===== config.mk =====
export PLATFORM = sky130hd
export DESIGN_NAME = lsm_seq
export DESIGN_NICKNAME = d
export VERILOG_FILES = /design/src/rtl/lsm_pkg.sv /design/src/rtl/lsm_ctrl.sv /design/src/rtl/lsm_datapath.sv /design/src/rtl/lsm_seq.sv
export SDC_FILE = /design/constraint.sdc
export NUM_CORES = 1
export LEC_CHECK = 0
export BUFFER_PORTS_ARGS = -buffer_cell sky130_fd_sc_hd__buf_4
export CAP_MARGIN = 40
export CELL_PAD_IN_SITES_DETAIL_PLACEMENT = 0
export CELL_PAD_IN_SITES_GLOBAL_PLACEMENT = 1
export CORE_AREA = 2 2 131 133
export CTS_CLUSTER_SIZE = 12
export DETAILED_ROUTE_END_ITERATION = 8
export DIE_AREA = 0 0 133 135
export PLACE_DENSITY = 0.81
export REMOVE_ABC_BUFFERS = 1
export SKIP_CTS_REPAIR_TIMING = 1
export SLEW_MARGIN = 20
export SYNTH_ARGS = -nofsm -noshare
export SYNTH_HDL_FRONTEND = slang
export SYNTH_SLANG_ARGS = --single-unit

===== constraint.sdc =====
create_clock -name clk -period 4.7 [get_ports clk]
set_clock_uncertainty 0.2 [all_clocks]
set_input_delay 0 -clock clk [delete_from_list [all_inputs] [get_ports clk]]
set_output_delay 0 -clock clk [all_outputs]
set_load 0.01 [all_outputs]

===== src/rtl/lsm_pkg.sv =====
package lsm_pkg;

  localparam int TABLE_LEN = 9;
  localparam int REG_IDX_W = 5;
  localparam logic [REG_IDX_W-1:0] LINK_REG = 5'd31;
  localparam logic [REG_IDX_W-1:0] TABLE_BASE = 5'd16;
  localparam logic [REG_IDX_W-1:0] TABLE_LAST = 5'd30;

  typedef enum logic [1:0] {
    ST_IDLE,
    ST_TABLE,
    ST_LINK
  } seqState_t;

  // Strobes from control to datapath
  typedef struct packed {
    logic       xfer;   // one transfer this cycle
    logic       load;   // capture a new request
    logic       link;   // current transfer is the link register
    logic [3:0] pos;    // table position of current transfer
  } seqStrobe_t;

  // Table position -> register number: 16..23, then 30
  function automatic logic [REG_IDX_W-1:0] tableReg(input logic [3:0] pos);
    if (pos < 4'd8) return TABLE_BASE + {1'b0, pos};
    return TABLE_LAST;
  endfunction

endpackage


===== src/rtl/lsm_ctrl.sv =====
module lsm_ctrl
  import lsm_pkg::*;
(
  input  logic       clk,
  input  logic       rstN,
  input  logic       start,
  input  logic [4:0] listCode,
  output seqStrobe_t strobe,
  output logic       busy,
  output logic       done
);

  seqState_t  state;
  logic [3:0] cntReg;
  logic [3:0] posReg;
  logic       linkReg;
  logic       tableOk;
  logic       accept;
  logic       lastTable;

  assign tableOk   = (listCode[3:0] != 4'd0) && (listCode[3:0] <= 4'(TABLE_LEN));
  assign accept    = start && (state == ST_IDLE);
  assign lastTable = (posReg == cntReg - 4'd1);
  assign busy      = (state != ST_IDLE);

  always_comb begin
    strobe.xfer = (state != ST_IDLE);
    strobe.load = accept;
    strobe.link = (state == ST_LINK);
    strobe.pos  = posReg;
  end

  always_ff @(posedge clk) begin
    if (!rstN) begin
      state   <= ST_IDLE;
      cntReg  <= '0;
      posReg  <= '0;
      linkReg <= 1'b0;
      done    <= 1'b0;
    end else begin
      done <= 1'b0;
      unique case (state)
        ST_IDLE: begin
          if (accept) begin
            cntReg  <= listCode[3:0];
            linkReg <= listCode[4];
            posReg  <= '0;
            if (tableOk)          state <= ST_TABLE;
            else if (listCode[4]) state <= ST_LINK;
            else                  done  <= 1'b1;
          end
        end
        ST_TABLE: begin
          if (lastTable) begin
            if (linkReg) begin
              state <= ST_LINK;
            end else begin
              state <= ST_IDLE;
              done  <= 1'b1;
            end
          end else begin
            posReg <= posReg + 4'd1;
          end
        end
        ST_LINK: begin
          state <= ST_IDLE;
          done  <= 1'b1;
        end
        default: state <= ST_IDLE;
      endcase
    end
  end

endmodule


===== src/rtl/lsm_datapath.sv =====
module lsm_datapath
  import lsm_pkg::*;
#(
  parameter int XLEN = 64,
  parameter int AW   = 32
) (
  input  logic                 clk,
  input  logic                 rstN,
  input  seqStrobe_t           strobe,
  input  logic [AW-1:0]        startAddr,
  input  logic                 isStore,
  input  logic                 isWide,
  output logic [REG_IDX_W-1:0] rfIdx,
  output logic                 rfWrEn,
  output logic [XLEN-1:0]      rfWrData,
  input  logic [XLEN-1:0]      rfRdData,
  output logic                 memEn,
  output logic                 memWrEn,
  output logic                 memWide,
  output logic [AW-1:0]        memAddr,
  output logic [XLEN-1:0]      memWData,
  input  logic [XLEN-1:0]      memRData
);

  localparam int NARROW_W = 32;
  localparam int UPPER_W  = XLEN - NARROW_W;
  localparam logic [AW-1:0] STEP_NARROW = AW'(NARROW_W / 8);
  localparam logic [AW-1:0] STEP_WIDE   = AW'(XLEN / 8);

  logic [AW-1:0] addrReg;
  logic          storeReg;
  logic          wideReg;
  logic [AW-1:0] stride;

  assign stride = wideReg ? STEP_WIDE : STEP_NARROW;

  always_ff @(posedge clk) begin
    if (!rstN) begin
      addrReg  <= '0;
      storeReg <= 1'b0;
      wideReg  <= 1'b0;
    end else if (strobe.load) begin
      addrReg  <= startAddr;
      storeReg <= isStore;
      wideReg  <= isWide;
    end else if (strobe.xfer) begin
      addrReg  <= addrReg + stride;
    end
  end

  assign rfIdx   = strobe.link ? LINK_REG : tableReg(strobe.pos);
  assign memEn   = strobe.xfer;
  assign memWrEn = strobe.xfer && storeReg;
  assign rfWrEn  = strobe.xfer && !storeReg;
  assign memWide = wideReg;
  assign memAddr = addrReg;

  always_comb begin
    if (wideReg) begin
      rfWrData = memRData;
      memWData = rfRdData;
    end else begin
      rfWrData = {{UPPER_W{memRData[NARROW_W-1]}}, memRData[NARROW_W-1:0]};
      memWData = {{UPPER_W{1'b0}}, rfRdData[NARROW_W-1:0]};
    end
  end

endmodule


===== src/rtl/lsm_seq.sv =====
module lsm_seq
  import lsm_pkg::*;
#(
  parameter int XLEN = 64,
  parameter int AW   = 32
) (
  input  logic            clk,
  input  logic            rstN,
  input  logic            start,
  input  logic [AW-1:0]   startAddr,
  input  logic [4:0]      listCode,
  input  logic            isStore,
  input  logic            isWide,
  output logic            busy,
  output logic            done,
  output logic [4:0]      rfIdx,
  output logic            rfWrEn,
  output logic [XLEN-1:0] rfWrData,
  input  logic [XLEN-1:0] rfRdData,
  output logic            memEn,
  output logic            memWrEn,
  output logic            memWide,
  output logic [AW-1:0]   memAddr,
  output logic [XLEN-1:0] memWData,
  input  logic [XLEN-1:0] memRData
);

  seqStrobe_t strobe;

  lsm_ctrl i_ctrl (
    .clk      (clk),
    .rstN     (rstN),
    .start    (start),
    .listCode (listCode),
    .strobe   (strobe),
    .busy     (busy),
    .done     (done)
  );

  lsm_datapath #(.XLEN(XLEN), .AW(AW)) i_dp (
    .clk       (clk),
    .rstN      (rstN),
    .strobe    (strobe),
    .startAddr (startAddr),
    .isStore   (isStore),
    .isWide    (isWide),
    .rfIdx     (rfIdx),
    .rfWrEn    (rfWrEn),
    .rfWrData  (rfWrData),
    .rfRdData  (rfRdData),
    .memEn     (memEn),
    .memWrEn   (memWrEn),
    .memWide   (memWide),
    .memAddr   (memAddr),
    .memWData  (memWData),
    .memRData  (memRData)
  );

endmodule


==> results.py, run 1 <==
metrics = {
    "global_route": {
        "grt_pass1_vias": 4083,
        "grt_max_degree": 67,
        "grt_remaining_overflow": 0,
        "grt_pass1_wl_um": 28510,
        "grt_util_all_layers_pct": 21.57,
        "grt_antenna_before_repair": 13,
    },
    "cts": {
        "cts_buffers": 5,
        "root_buffer": "clkbuf_16",
        "cts_max_path_buffers": 2,
        "clock_latency_ns": 0.29,
        "numClockSinks": 46,
        "clkSlewWorstSetupHoldPaths_ns": 0.07,
        "cts_max_level": 2,
        "cts_tree": "done",
    },
    "worst_hold_path": {
        "hold_path.class": "input pin to flop",
        "hold_depth": 4,
    },
    "placement": {
        "dpl.cell_count": 876,
        "gp_congestion": 0.8275,
        "hpwl_um": 16330,
        "io_buffer_count": 213,
    },
    "synth": {
        "yosysMostFrequentCell": "nand2_1",
        "yosys_most_used_dff": "dfxtp_1",
        "synthArstFlopShare_pct": 0,
        "synth_area_um2": 3784,
        "synth.avg_cell_area_um2": 7.072,
        "yosysUniqueCellTypes": 58,
        "ys_warn_count": 0,
        "netlist.area_leader.share_pct": 24.34,
        "synth_commonest_cells": "nand2_1, buf_4, dfxtp_1",
        "synth_edf_count": 0,
        "ys_seq_elements": 46,
        "ys_seq_area_share_pct": 24.34,
        "synthCells": 535,
        "yosysTopAreaCell": "dfxtp_1",
        "yosys-top-cells-area": "dfxtp_1, buf_4, nand2_1",
    },
    "power_and_ir_drop": {
        "leakage_nw": 2.760,
        "vdd.ir_drop.worst_v": 0.0001656,
        "power_density_nw_per_um2": 218.2,
        "swShare_pct": 34.72,
        "p_int_mw": 0.8986,
        "p_sw_mw": 0.4780,
        "seq_power_share_pct": 34.4,
        "pwr-share-clk_pct": 27.1,
        "power_frac_comb_pct": 38.5,
    },
    "route": {
        "post-route-drc-count": 0,
        "vias": 4938,
        "vias_per_cell": 4.943,
        "ant_nets": 0,
        "drt-total-wl_um": 21140,
        "drt_iter0_markers": 394,
        "wl_per_cell_um": 21.16,
        "firstDrtPassIters": 5,
    },
    "layout": {
        "seqCellArea_um2": 922.1,
        "fin_cells": 999,
        "fill_cells": 1722,
        "multi_input_area_um2": 2180,
        "drive_above_1_share_pct": 30.99,
        "final_core_util_pct": 38.46,
        "layout.nets": 942,
        "area_growth_pct": 66.77,
    },
    "floorplanning": {
        "dieArea_um2": 17960,
        "fp.dieH_um": 135,
        "std_cell_rows": 47,
        "top_level_ports": 341,
        "fp.dieW_um": 133,
        "coreArea_um2": 16410,
        "start_util_pct": 23.06,
    },
    "outcome": {
        "status": "finished with violations",
        "violations": "hold timing",
    },
    "timing": {
        "finalHoldViolCount": 1,
        "rsz0062_at_grt": "no",
        "setup-tns-final_ns": 0,
        "tightest_slew_ns": 0.6890,
        "whs_ns": -0.01069,
        "max_freq_mhz": 354.4,
        "timing.final.crit_share_pct": 60.03,
        "finalCriticalPeriod_ns": 2.822,
        "maxSlewViolCount": 0,
        "slew_headroom_pct": 54.00,
        "setup_viol": 0,
    },
    "worst_setup_path": {
        "worstPathRequired_ns": 4.67,
        "path_cells": "buf_4, inv_1, ha_1, fa_1, inv_1, nor3_1, a311oi_1, nor3_1",
        "crit_slowest_cell": "fa_1",
        "cp_max_fo": 66,
        "r2r_cells": 8,
        "end_kind": "flop",
        "critPathMaxStageDelay_ns": 0.50,
        "worstSetupPathType": "flop to flop",
        "arrival_ns": 2.79,
        "cp-start-kind": "flop",
    },
    "flow_run": {
        "cap_violations": 0,
    },
}
## critical path: cells and delay by family, from the launching register on
family                   cells  cell delay, ns
AO/OA/AOI/OAI                1            0.32
buffers and inverters        3            0.80
AND/OR/NAND/NOR              2            0.22
adder cells (fa/ha/maj)      2            0.77
flip-flops                   1            0.36
## state kept, by name, summed over array words and instances, names as in the netlist
| register | count |
|---|---|
| i_ctrl.cntReg | 4 |
| i_ctrl.done | 1 |
| i_ctrl.linkReg | 1 |
| i_ctrl.posReg | 4 |
| i_ctrl.state | 2 |
| i_dp.memAddr | 32 |
| i_dp.memWide | 1 |
| i_dp.storeReg | 1 |
## worst paths after layout
check                                    start                            end  slack (ns)
setup reg to reg     i_dp.memWide$_SDFFE_PN0P_  i_dp.memAddr[10]$_SDFFE_PN0P_        1.88
hold / removal                   startAddr[27]  i_dp.memAddr[27]$_SDFFE_PN0P_       -0.01
setup / recovery     i_dp.memWide$_SDFFE_PN0P_  i_dp.memAddr[10]$_SDFFE_PN0P_        1.88
hold reg to reg   i_dp.memAddr[1]$_SDFFE_PN0P_   i_dp.memAddr[1]$_SDFFE_PN0P_        0.26
## placed cells by master, fill, tap and decap left out, drive strengths merged, types with 3 or more instances in the layout
cell	count
inv	18
or4	8
mux2i	8
diode	11
ha	4
clkbuf	6
buf	218
a31oi	7
and2	35
or3	5
o311ai	5
a21oi	26
nor2	20
o31a	3
o31ai	4
a311oi	8
a211oi	9
nor4	12
dlygate4sd3	104
nand2b	5
a211o	3
dfxtp	46
and4	5
nand2	105
nand3	16
xnor2	6
nor3	11
nand4	18
o21ai	20
## layer usage
metal / GRT usage, % / share of wire, % / vias to the layer above
li1: - / - / 2303
met1: 24.98 / 44 / 2289
met2: 31.23 / 43 / 317
met3: 16.33 / 12 / 25
met4: 4.421 / 1.2 / 4
met5: 5.278 / 0.14 / -
## power by group through the flow
stage,registers (mW),clock network (mW),logic [mW]
detailed placement,0.480,0,0.429
floorplan,0.482,0,0.171
CTS,0.472,0.374,0.431
global placement,0.481,0,0.427
finish,0.474,0.373,0.530
global route,0.479,0.392,0.570
## logic make-up after synthesis
logic type	Yosys count	share of synthesized area, %
and+or+nand+nor	248	33.17
adders and majority gates	5	1.852
DFF	46	24.34
xor gates and xnor gates	8	1.852
buffers and inverters	116	18.25
AOI/OAI and AO/OA	102	18.02
muxes	9	2.414
other	1	0.09911
## per-stage QoR
stage                     setup slack, ns  cell area, um2  power (mW)
after detailed placement            1.886            5090      0.9096
after floorplan                     1.632            3164      0.6537
after global placement              1.944            5070      0.9077
final                               1.878            6310       1.377
after global routing                1.505            6295       1.441
after CTS                           1.881            5241       1.277
## layout make-up
type	count	area share [%]
Sequential cell	46	14.61
Antenna cell	11	0.4362
Inverter	19	1.130
Multi-Input combinational cell	373	34.54
Timing Repair Buffer	322	42.51
Clock buffer	6	2.201
Clock inverter	2	0.1983
Tap cell	220	4.362
No activity file was read; power rests on OpenSTA's default activity.
==> run 2: changes to the inputs <==
--- a/config.mk
+++ b/config.mk
@@ -9,10 +9,9 @@
 export CAP_MARGIN = 40
 export CELL_PAD_IN_SITES_DETAIL_PLACEMENT = 0
 export CELL_PAD_IN_SITES_GLOBAL_PLACEMENT = 1
-export CORE_AREA = 2 2 131 133
+export CORE_UTILIZATION = 22
 export CTS_CLUSTER_SIZE = 12
 export DETAILED_ROUTE_END_ITERATION = 8
-export DIE_AREA = 0 0 133 135
 export PLACE_DENSITY = 0.81
 export REMOVE_ABC_BUFFERS = 1
 export SKIP_CTS_REPAIR_TIMING = 1
==> constraint.sdc (replaced) <==
create_clock -name clk -period 2.4 [get_ports clk]
set_clock_uncertainty 0.2 [all_clocks]
set_input_delay 0 -clock clk [delete_from_list [all_inputs] [get_ports clk]]
set_output_delay 0 -clock clk [all_outputs]
set_load 0.01 [all_outputs]
==> run 2 against run 1 <==
Effect of this change: sequential power rose by 90%; combinational power rose by 110%; clock power grew 93%; cell count grew 0.90%; worst setup slack got worse by 1.7 ns; the flow still finishes with violations (hold timing); cell area increased by 1.8%; non-clock buffer count grew 17; sequential share of layout area decreased by 0.26 points; core utilization is essentially flat; global-route usage increased by 0.17 points; largest cell class unchanged.
==> results.py, run 2 (synthesis results as in run 1) <==
metrics = {
    "route": {
        "firstDrtPassIters": 5,
        "vias_per_cell": 4.877,
        "drt-total-wl_um": 20980,
        "wl_per_cell_um": 20.81,
        "ant_nets": 0,
        "vias": 4916,
        "drt_iter0_markers": 279,
        "post-route-drc-count": 0,
    },
    "outcome": {
        "violations": "hold timing",
        "status": "finished with violations",
    },
    "timing": {
        "tightest_slew_ns": 0.6833,
        "setup_slack_ns": 0.1406,
        "timing.final.crit_share_pct": 94.14,
        "slew_headroom_pct": 54.45,
        "rsz0062_at_grt": "no",
        "max_freq_mhz": 442.6,
        "whs_ns": -0.04941,
        "finalHoldViolCount": 4,
        "finalCriticalPeriod_ns": 2.259,
        "setup_viol": 0,
        "maxSlewViolCount": 0,
    },
    "placement": {
        "gp_congestion": 0.8450,
        "io_buffer_count": 213,
        "hpwl_um": 16030,
        "dpl_cell_area_um2": 5240,
        "post-place-ws_ns": 0.2056,
    },
    "floorplanning": {
        "fp.dieH_um": 133.1,
        "std_cell_rows": 47,
        "dieArea_um2": 17730,
        "top_level_ports": 341,
        "start_util_pct": 22.66,
        "fp.dieW_um": 133.1,
        "coreArea_um2": 16700,
    },
    "global_route": {
        "grt_max_degree": 67,
        "grt_pass1_vias": 4117,
        "grt_antenna_before_repair": 5,
        "grt_remaining_overflow": 0,
        "grt_pass1_wl_um": 28090,
        "grt_util_all_layers_pct": 21.74,
    },
    "power_and_ir_drop": {
        "power_density_nw_per_um2": 423.6,
        "vdd.ir_drop.worst_v": 0.0002563,
        "leakage_nw": 2.853,
    },
    "layout": {
        "final_cell_mix": "buf_4, nand2_1, dlygate4sd3_1",
        "fill_cells": 1736,
        "area_growth_pct": 69.74,
        "layout.nets": 959,
        "largest_reg_flops": 32,
        "stdcell_area_um2": 6422,
        "final_common_cell": "buf_4",
        "drive_above_1_share_pct": 32.74,
    },
    "worst_setup_path": {
        "rr_endpoint": "i_dp.storeReg$_SDFFE_PN0P_",
        "critPathMaxStageDelay_ns": 0.79,
        "worst-r2r-setup-slack_ns": 0.14,
        "arrival_ns": 2.24,
        "end_kind": "flop",
        "cp-start-kind": "flop",
        "crit_end": "i_dp.storeReg$_SDFFE_PN0P_",
        "worstSetupStartpoint": "i_ctrl.state[0]$_SDFFE_PN0P_",
        "worstPathRequired_ns": 2.38,
        "path_cells": "or3b_2, nand2_1, a21oi_1, dlygate4sd3_1",
        "worstSetupPathType": "flop to flop",
        "r2r-start": "i_ctrl.state[0]$_SDFFE_PN0P_",
        "crit_slowest_cell": "or3b_2",
        "cp_max_fo": 29,
        "r2r_cells": 4,
    },
    "cts": {
        "cts_buffers": 5,
        "cts_tree": "done",
        "cts_max_path_buffers": 2,
        "root_buffer": "clkbuf_16",
        "clkSlewWorstSetupHoldPaths_ns": 0.06,
        "clock_latency_ns": 0.29,
        "numClockSinks": 46,
        "cts_max_level": 2,
    },
    "worst_hold_path": {
        "hold_path.class": "input pin to flop",
        "min-delay-start": "startAddr[25]",
    },
    "flow_run": {
        "cap_violations": 0,
    },
}
run 2: area by class of cell:
class                           count  area (um2)  share of cell area (%)
Timing Repair Buffer              339        2813                   43.80
Antenna cell                        3       7.507                  0.1169
Sequential cell                    46       922.1                   14.36
Inverter                           19       71.32                   1.110
Clock buffer                        7       142.6                   2.221
Multi-Input combinational cell    373        2186                   34.03
Tap cell                          220       275.3                   4.286
Clock inverter                      1       5.005                 0.07793
run 2: metrics by stage:
step                cells  util [%]  total power [mW]  TNS [ns]
global placement      895     31.38             1.814         0
floorplan             438         -             1.280    -16.80
finish               1008     38.46             2.720         0
CTS                   903     32.26             2.532         0
detailed placement    895     31.38             1.819         0
global route         1007     38.44             2.854         0
run 2: worst min-delay path by stage:
stage / endpoint / slack, ns / depth (start not counted)
after floorplan: memWData[0] / -0.20 / 0
after global placement: memWData[19] / -0.20 / 0
after detailed placement: memWData[19] / -0.20 / 0
after CTS: i_dp.memAddr[1]$_SDFFE_PN0P_ / -0.24 / 3
after global routing: i_dp.memAddr[20]$_SDFFE_PN0P_ / 0.004 / 3
final: i_dp.memAddr[25]$_SDFFE_PN0P_ / -0.05 / 3
run 2: critical path: cells and delay by family (launching register included):
kind | cells | cell delay [ns]
and+or+nand+nor | 2 | 0.95
AOI/OAI and AO/OA | 1 | 0.07
buffers and inverters | 1 | 0.57
DFF | 1 | 0.35
run 2: layer usage:
metal / up-vias / part of all wire (%) / GRT usage [%] / wire [um]
met1: 2329 / 47 / 25.17 / 9910
met5: - / 0.12 / 5.278 / 26
met4: 4 / 0.82 / 5.366 / 173
met2: 243 / 45 / 31.30 / 9425
li1: 2323 / - / - / -
met3: 17 / 6.9 / 15.75 / 1444
run 2: power breakdown:
group	internal, mW	leakage [nW]	switching (mW)
sequential	0.826	0.379	0.0747
combinational	0.552	2.40	0.548
clock	0.414	0.0739	0.305
==> run 3: changes to the inputs <==
--- a/config.mk
+++ b/config.mk
@@ -5,6 +5,7 @@
 export SDC_FILE = /design/constraint.sdc
 export NUM_CORES = 1
 export LEC_CHECK = 0
+export ABC_AREA = 1
 export BUFFER_PORTS_ARGS = -buffer_cell sky130_fd_sc_hd__buf_4
 export CAP_MARGIN = 40
 export CELL_PAD_IN_SITES_DETAIL_PLACEMENT = 0
==> run 3 against run 2 <==
Effect of this change: the flow still finishes with violations (hold timing); area after synthesis grew 10%; via count grew 11%; clock power grew 17%; cell area grew 7.2%; critical endpoint is now i_dp.memAddr[3]$_SDFFE_PN0P_; global-route usage grew 4.4 points; fmax grew 1.4%; sequential cell count is the same; register-to-register slack gained 0.03 ns; count of clock-buffer cells in the layout shrank 1; power grew 18%; synthesized cell count grew 33%.
==> results.py, run 3 <==
metrics = {
    "outcome": {
        "status": "finished with violations",
        "violations": "hold timing",
    },
    "timing": {
        "setup-tns-final_ns": 0,
        "slew_headroom_pct": 48.90,
        "setup_viol": 0,
        "tightest_slew_ns": 0.7646,
        "maxSlewViolCount": 0,
        "finalHoldViolCount": 1,
        "finalCriticalPeriod_ns": 2.228,
        "rsz0062_at_grt": "no",
        "max_freq_mhz": 448.8,
        "whs_ns": -0.008438,
        "timing.final.crit_share_pct": 92.84,
    },
    "cts": {
        "clkSlewWorstSetupHoldPaths_ns": 0.07,
        "cts_max_level": 2,
        "cts_tree": "done",
        "root_buffer": "clkbuf_16",
        "clock_latency_ns": 0.30,
        "cts_max_path_buffers": 2,
        "numClockSinks": 46,
        "cts_buffers": 5,
    },
    "route": {
        "ant_nets": 0,
        "vias": 5450,
        "vias_per_cell": 4.527,
        "post-route-drc-count": 0,
        "wl_per_cell_um": 22.46,
        "drt_iter0_markers": 426,
        "firstDrtPassIters": 4,
        "drt-total-wl_um": 27050,
    },
    "worst_hold_path": {
        "hold_depth": 5,
        "min-delay-start": "startAddr[6]",
        "min_to": "i_dp.memAddr[6]$_SDFFE_PN0P_",
        "hold_path.class": "input pin to flop",
    },
    "synth": {
        "ys_seq_area_share_pct": 22.10,
        "ys_seq_elements": 46,
        "yosys_most_used_dff": "dfxtp_1",
        "ys_warn_count": 0,
        "yosysUniqueCellTypes": 40,
        "synthArstFlopShare_pct": 0,
        "synth.avg_cell_area_um2": 5.868,
        "synthCells": 710,
        "synth_commonest_cells": "nand2_1, nor2_1, buf_4",
        "yosysMostFrequentCell": "nand2_1",
        "yosysTopAreaCell": "dfxtp_1",
        "netlist.area_leader.share_pct": 22.10,
        "synth_area_um2": 4166,
        "synth_edf_count": 0,
        "yosys-top-cells-area": "dfxtp_1, nand2_1, buf_4",
    },
    "placement": {
        "dpl_cell_area_um2": 5528,
        "io_buffer_count": 213,
        "hpwl_um": 22770,
        "gp_congestion": 0.9880,
    },
    "worst_setup_path": {
        "worst-r2r-setup-slack_ns": 0.17,
        "crit_family": "adder cells",
        "end_kind": "flop",
        "path_buf_inv": 3,
        "path_cells": "inv_1, ha_1, fa_1, nand2_1, nand3_1, dlygate4sd3_1, nand2_1, inv_1",
        "cp_max_fo": 5,
        "crit_cells": 8,
        "worstPathRequired_ns": 2.45,
        "critPathMaxStageDelay_ns": 0.54,
        "arrival_ns": 2.27,
        "rr_endpoint": "i_dp.memAddr[3]$_SDFFE_PN0P_",
        "worstSetupPathType": "flop to flop",
        "r2r_cells": 8,
        "crit_slowest_cell": "dlygate4sd3_1",
        "r2r-start": "i_dp.memWide$_SDFFE_PN0P_",
        "cp-start-kind": "flop",
    },
    "global_route": {
        "grt_max_degree": 48,
        "grt_pass1_vias": 4446,
        "grt_remaining_overflow": 0,
        "grt_pass1_wl_um": 34790,
        "grt_util_all_layers_pct": 26.17,
        "grt_antenna_before_repair": 17,
    },
    "power_and_ir_drop": {
        "leakage_nw": 3.348,
        "seq_power_share_pct": 29.6,
        "power_density_nw_per_um2": 467.4,
        "power_frac_comb_pct": 44.4,
        "vdd.ir_drop.worst_v": 0.0003076,
        "p_int_mw": 1.997,
        "swShare_pct": 37.96,
        "pwr-share-clk_pct": 26.0,
        "p_sw_mw": 1.222,
    },
    "floorplanning": {
        "coreArea_um2": 18270,
        "top_level_ports": 341,
        "std_cell_rows": 49,
        "fp.dieH_um": 139.6,
        "start_util_pct": 22.81,
        "fp.dieW_um": 139.6,
        "dieArea_um2": 19490,
    },
    "layout": {
        "area_growth_pct": 65.26,
        "final_common_cell": "nand2_1",
        "drive_above_1_share_pct": 28.35,
        "layout.nets": 1137,
        "stdcell_area_um2": 6885,
        "fill_cells": 2014,
        "largest_reg_flops": 32,
        "final_cell_mix": "nand2_1, buf_4, dlygate4sd3_1",
    },
    "flow_run": {
        "cap_violations": 0,
    },
}
run 3: cell types whose count changed in the layout (fill, tap and decap cells not counted), moves of 11 or more:
| cell | before | now |
|---|---|---|
| nand3b_1 | 0 | 13 |
| nand2_1 | 105 | 239 |
| nand4_1 | 16 | 2 |
| dlygate4sd3_1 | 102 | 116 |
| buf_4 | 236 | 223 |
| nor2_1 | 19 | 87 |
| nor4_1 | 11 | 0 |
| inv_1 | 17 | 60 |
| and2_1 | 35 | 0 |
| nand3_1 | 16 | 37 |
run 3: area by class of cell:
class / count / area (um2) / area share (%)
timing repair buffer: 340 / 2855 / 41.47
multi-input combinational: 502 / 2374 / 34.47
sequential: 46 / 922.1 / 13.39
tap: 229 / 286.5 / 4.161
inverter: 67 / 251.5 / 3.653
clock buffer: 6 / 128.9 / 1.872
clock inverter: 2 / 37.54 / 0.5452
antenna: 12 / 30.03 / 0.4361
run 3: per-stage QoR:
step	setup WS (ns)	instances	utilization [%]	power (mW)
6_report	0.1717	1204	37.69	3.218
5_1_grt	0.02164	1201	37.65	3.366
4_1_cts	0.2472	1076	31.17	2.973
3_5_place_dp	0.2561	1068	30.26	2.144
3_3_place_gp	0.2802	1068	30.26	2.139
2_1_floorplan	-0.8370	615	-	1.480
run 3: routing by layer:
layer  share of wire, %  GRT usage, %  vias up
met5              0.033         3.509        -
met2                 48         45.17      236
met3                7.4         22.13       47
li1                   -             -     2649
met1                 40         21.76     2516
met4                4.0         8.733        2
run 3: power by group through the flow:
stage / registers (mW) / logic, mW / clock network, mW
after floorplan: 0.982 / 0.498 / 0
after global placement: 0.965 / 1.17 / 0
after detailed placement: 0.967 / 1.18 / 0
after CTS: 0.949 / 1.18 / 0.844
after global routing: 0.964 / 1.53 / 0.872
final: 0.953 / 1.43 / 0.838
run 3: tightest hold or removal path: stages:
cell and delay, ns:
buf_4 0.08, nor2_1 0.05, a31oi_1 0.14, nor2_1 0.05
nor3_1 0.12
run 3: kinds of logic after synthesis:
group	count (synthesis)	share of synthesized area, %
AOI/OAI and AO/OA	73	10.39
xor gates and xnor gates	9	1.892
adders and majority gates	5	1.682
buffers and inverters	162	20.93
DFF	46	22.10
other	1	0.09000
and+or+nand+nor	414	42.91
run 3: worst max path at each step:
stage                     slack (ns)                       endpoint                      start
final                           0.17   i_dp.memAddr[3]$_SDFFE_PN0P_  i_dp.memWide$_SDFFE_PN0P_
after global routing            0.02  i_dp.memAddr[30]$_SDFFE_PN0P_  i_dp.memWide$_SDFFE_PN0P_
after CTS                       0.25  i_dp.memAddr[16]$_SDFFE_PN0P_  i_dp.memWide$_SDFFE_PN0P_
after detailed placement        0.26  i_dp.memAddr[16]$_SDFFE_PN0P_  i_dp.memWide$_SDFFE_PN0P_
after global placement          0.28  i_dp.memAddr[30]$_SDFFE_PN0P_  i_dp.memWide$_SDFFE_PN0P_
after floorplan                -0.84  i_dp.memAddr[30]$_SDFFE_PN0P_  i_dp.memWide$_SDFFE_PN0P_
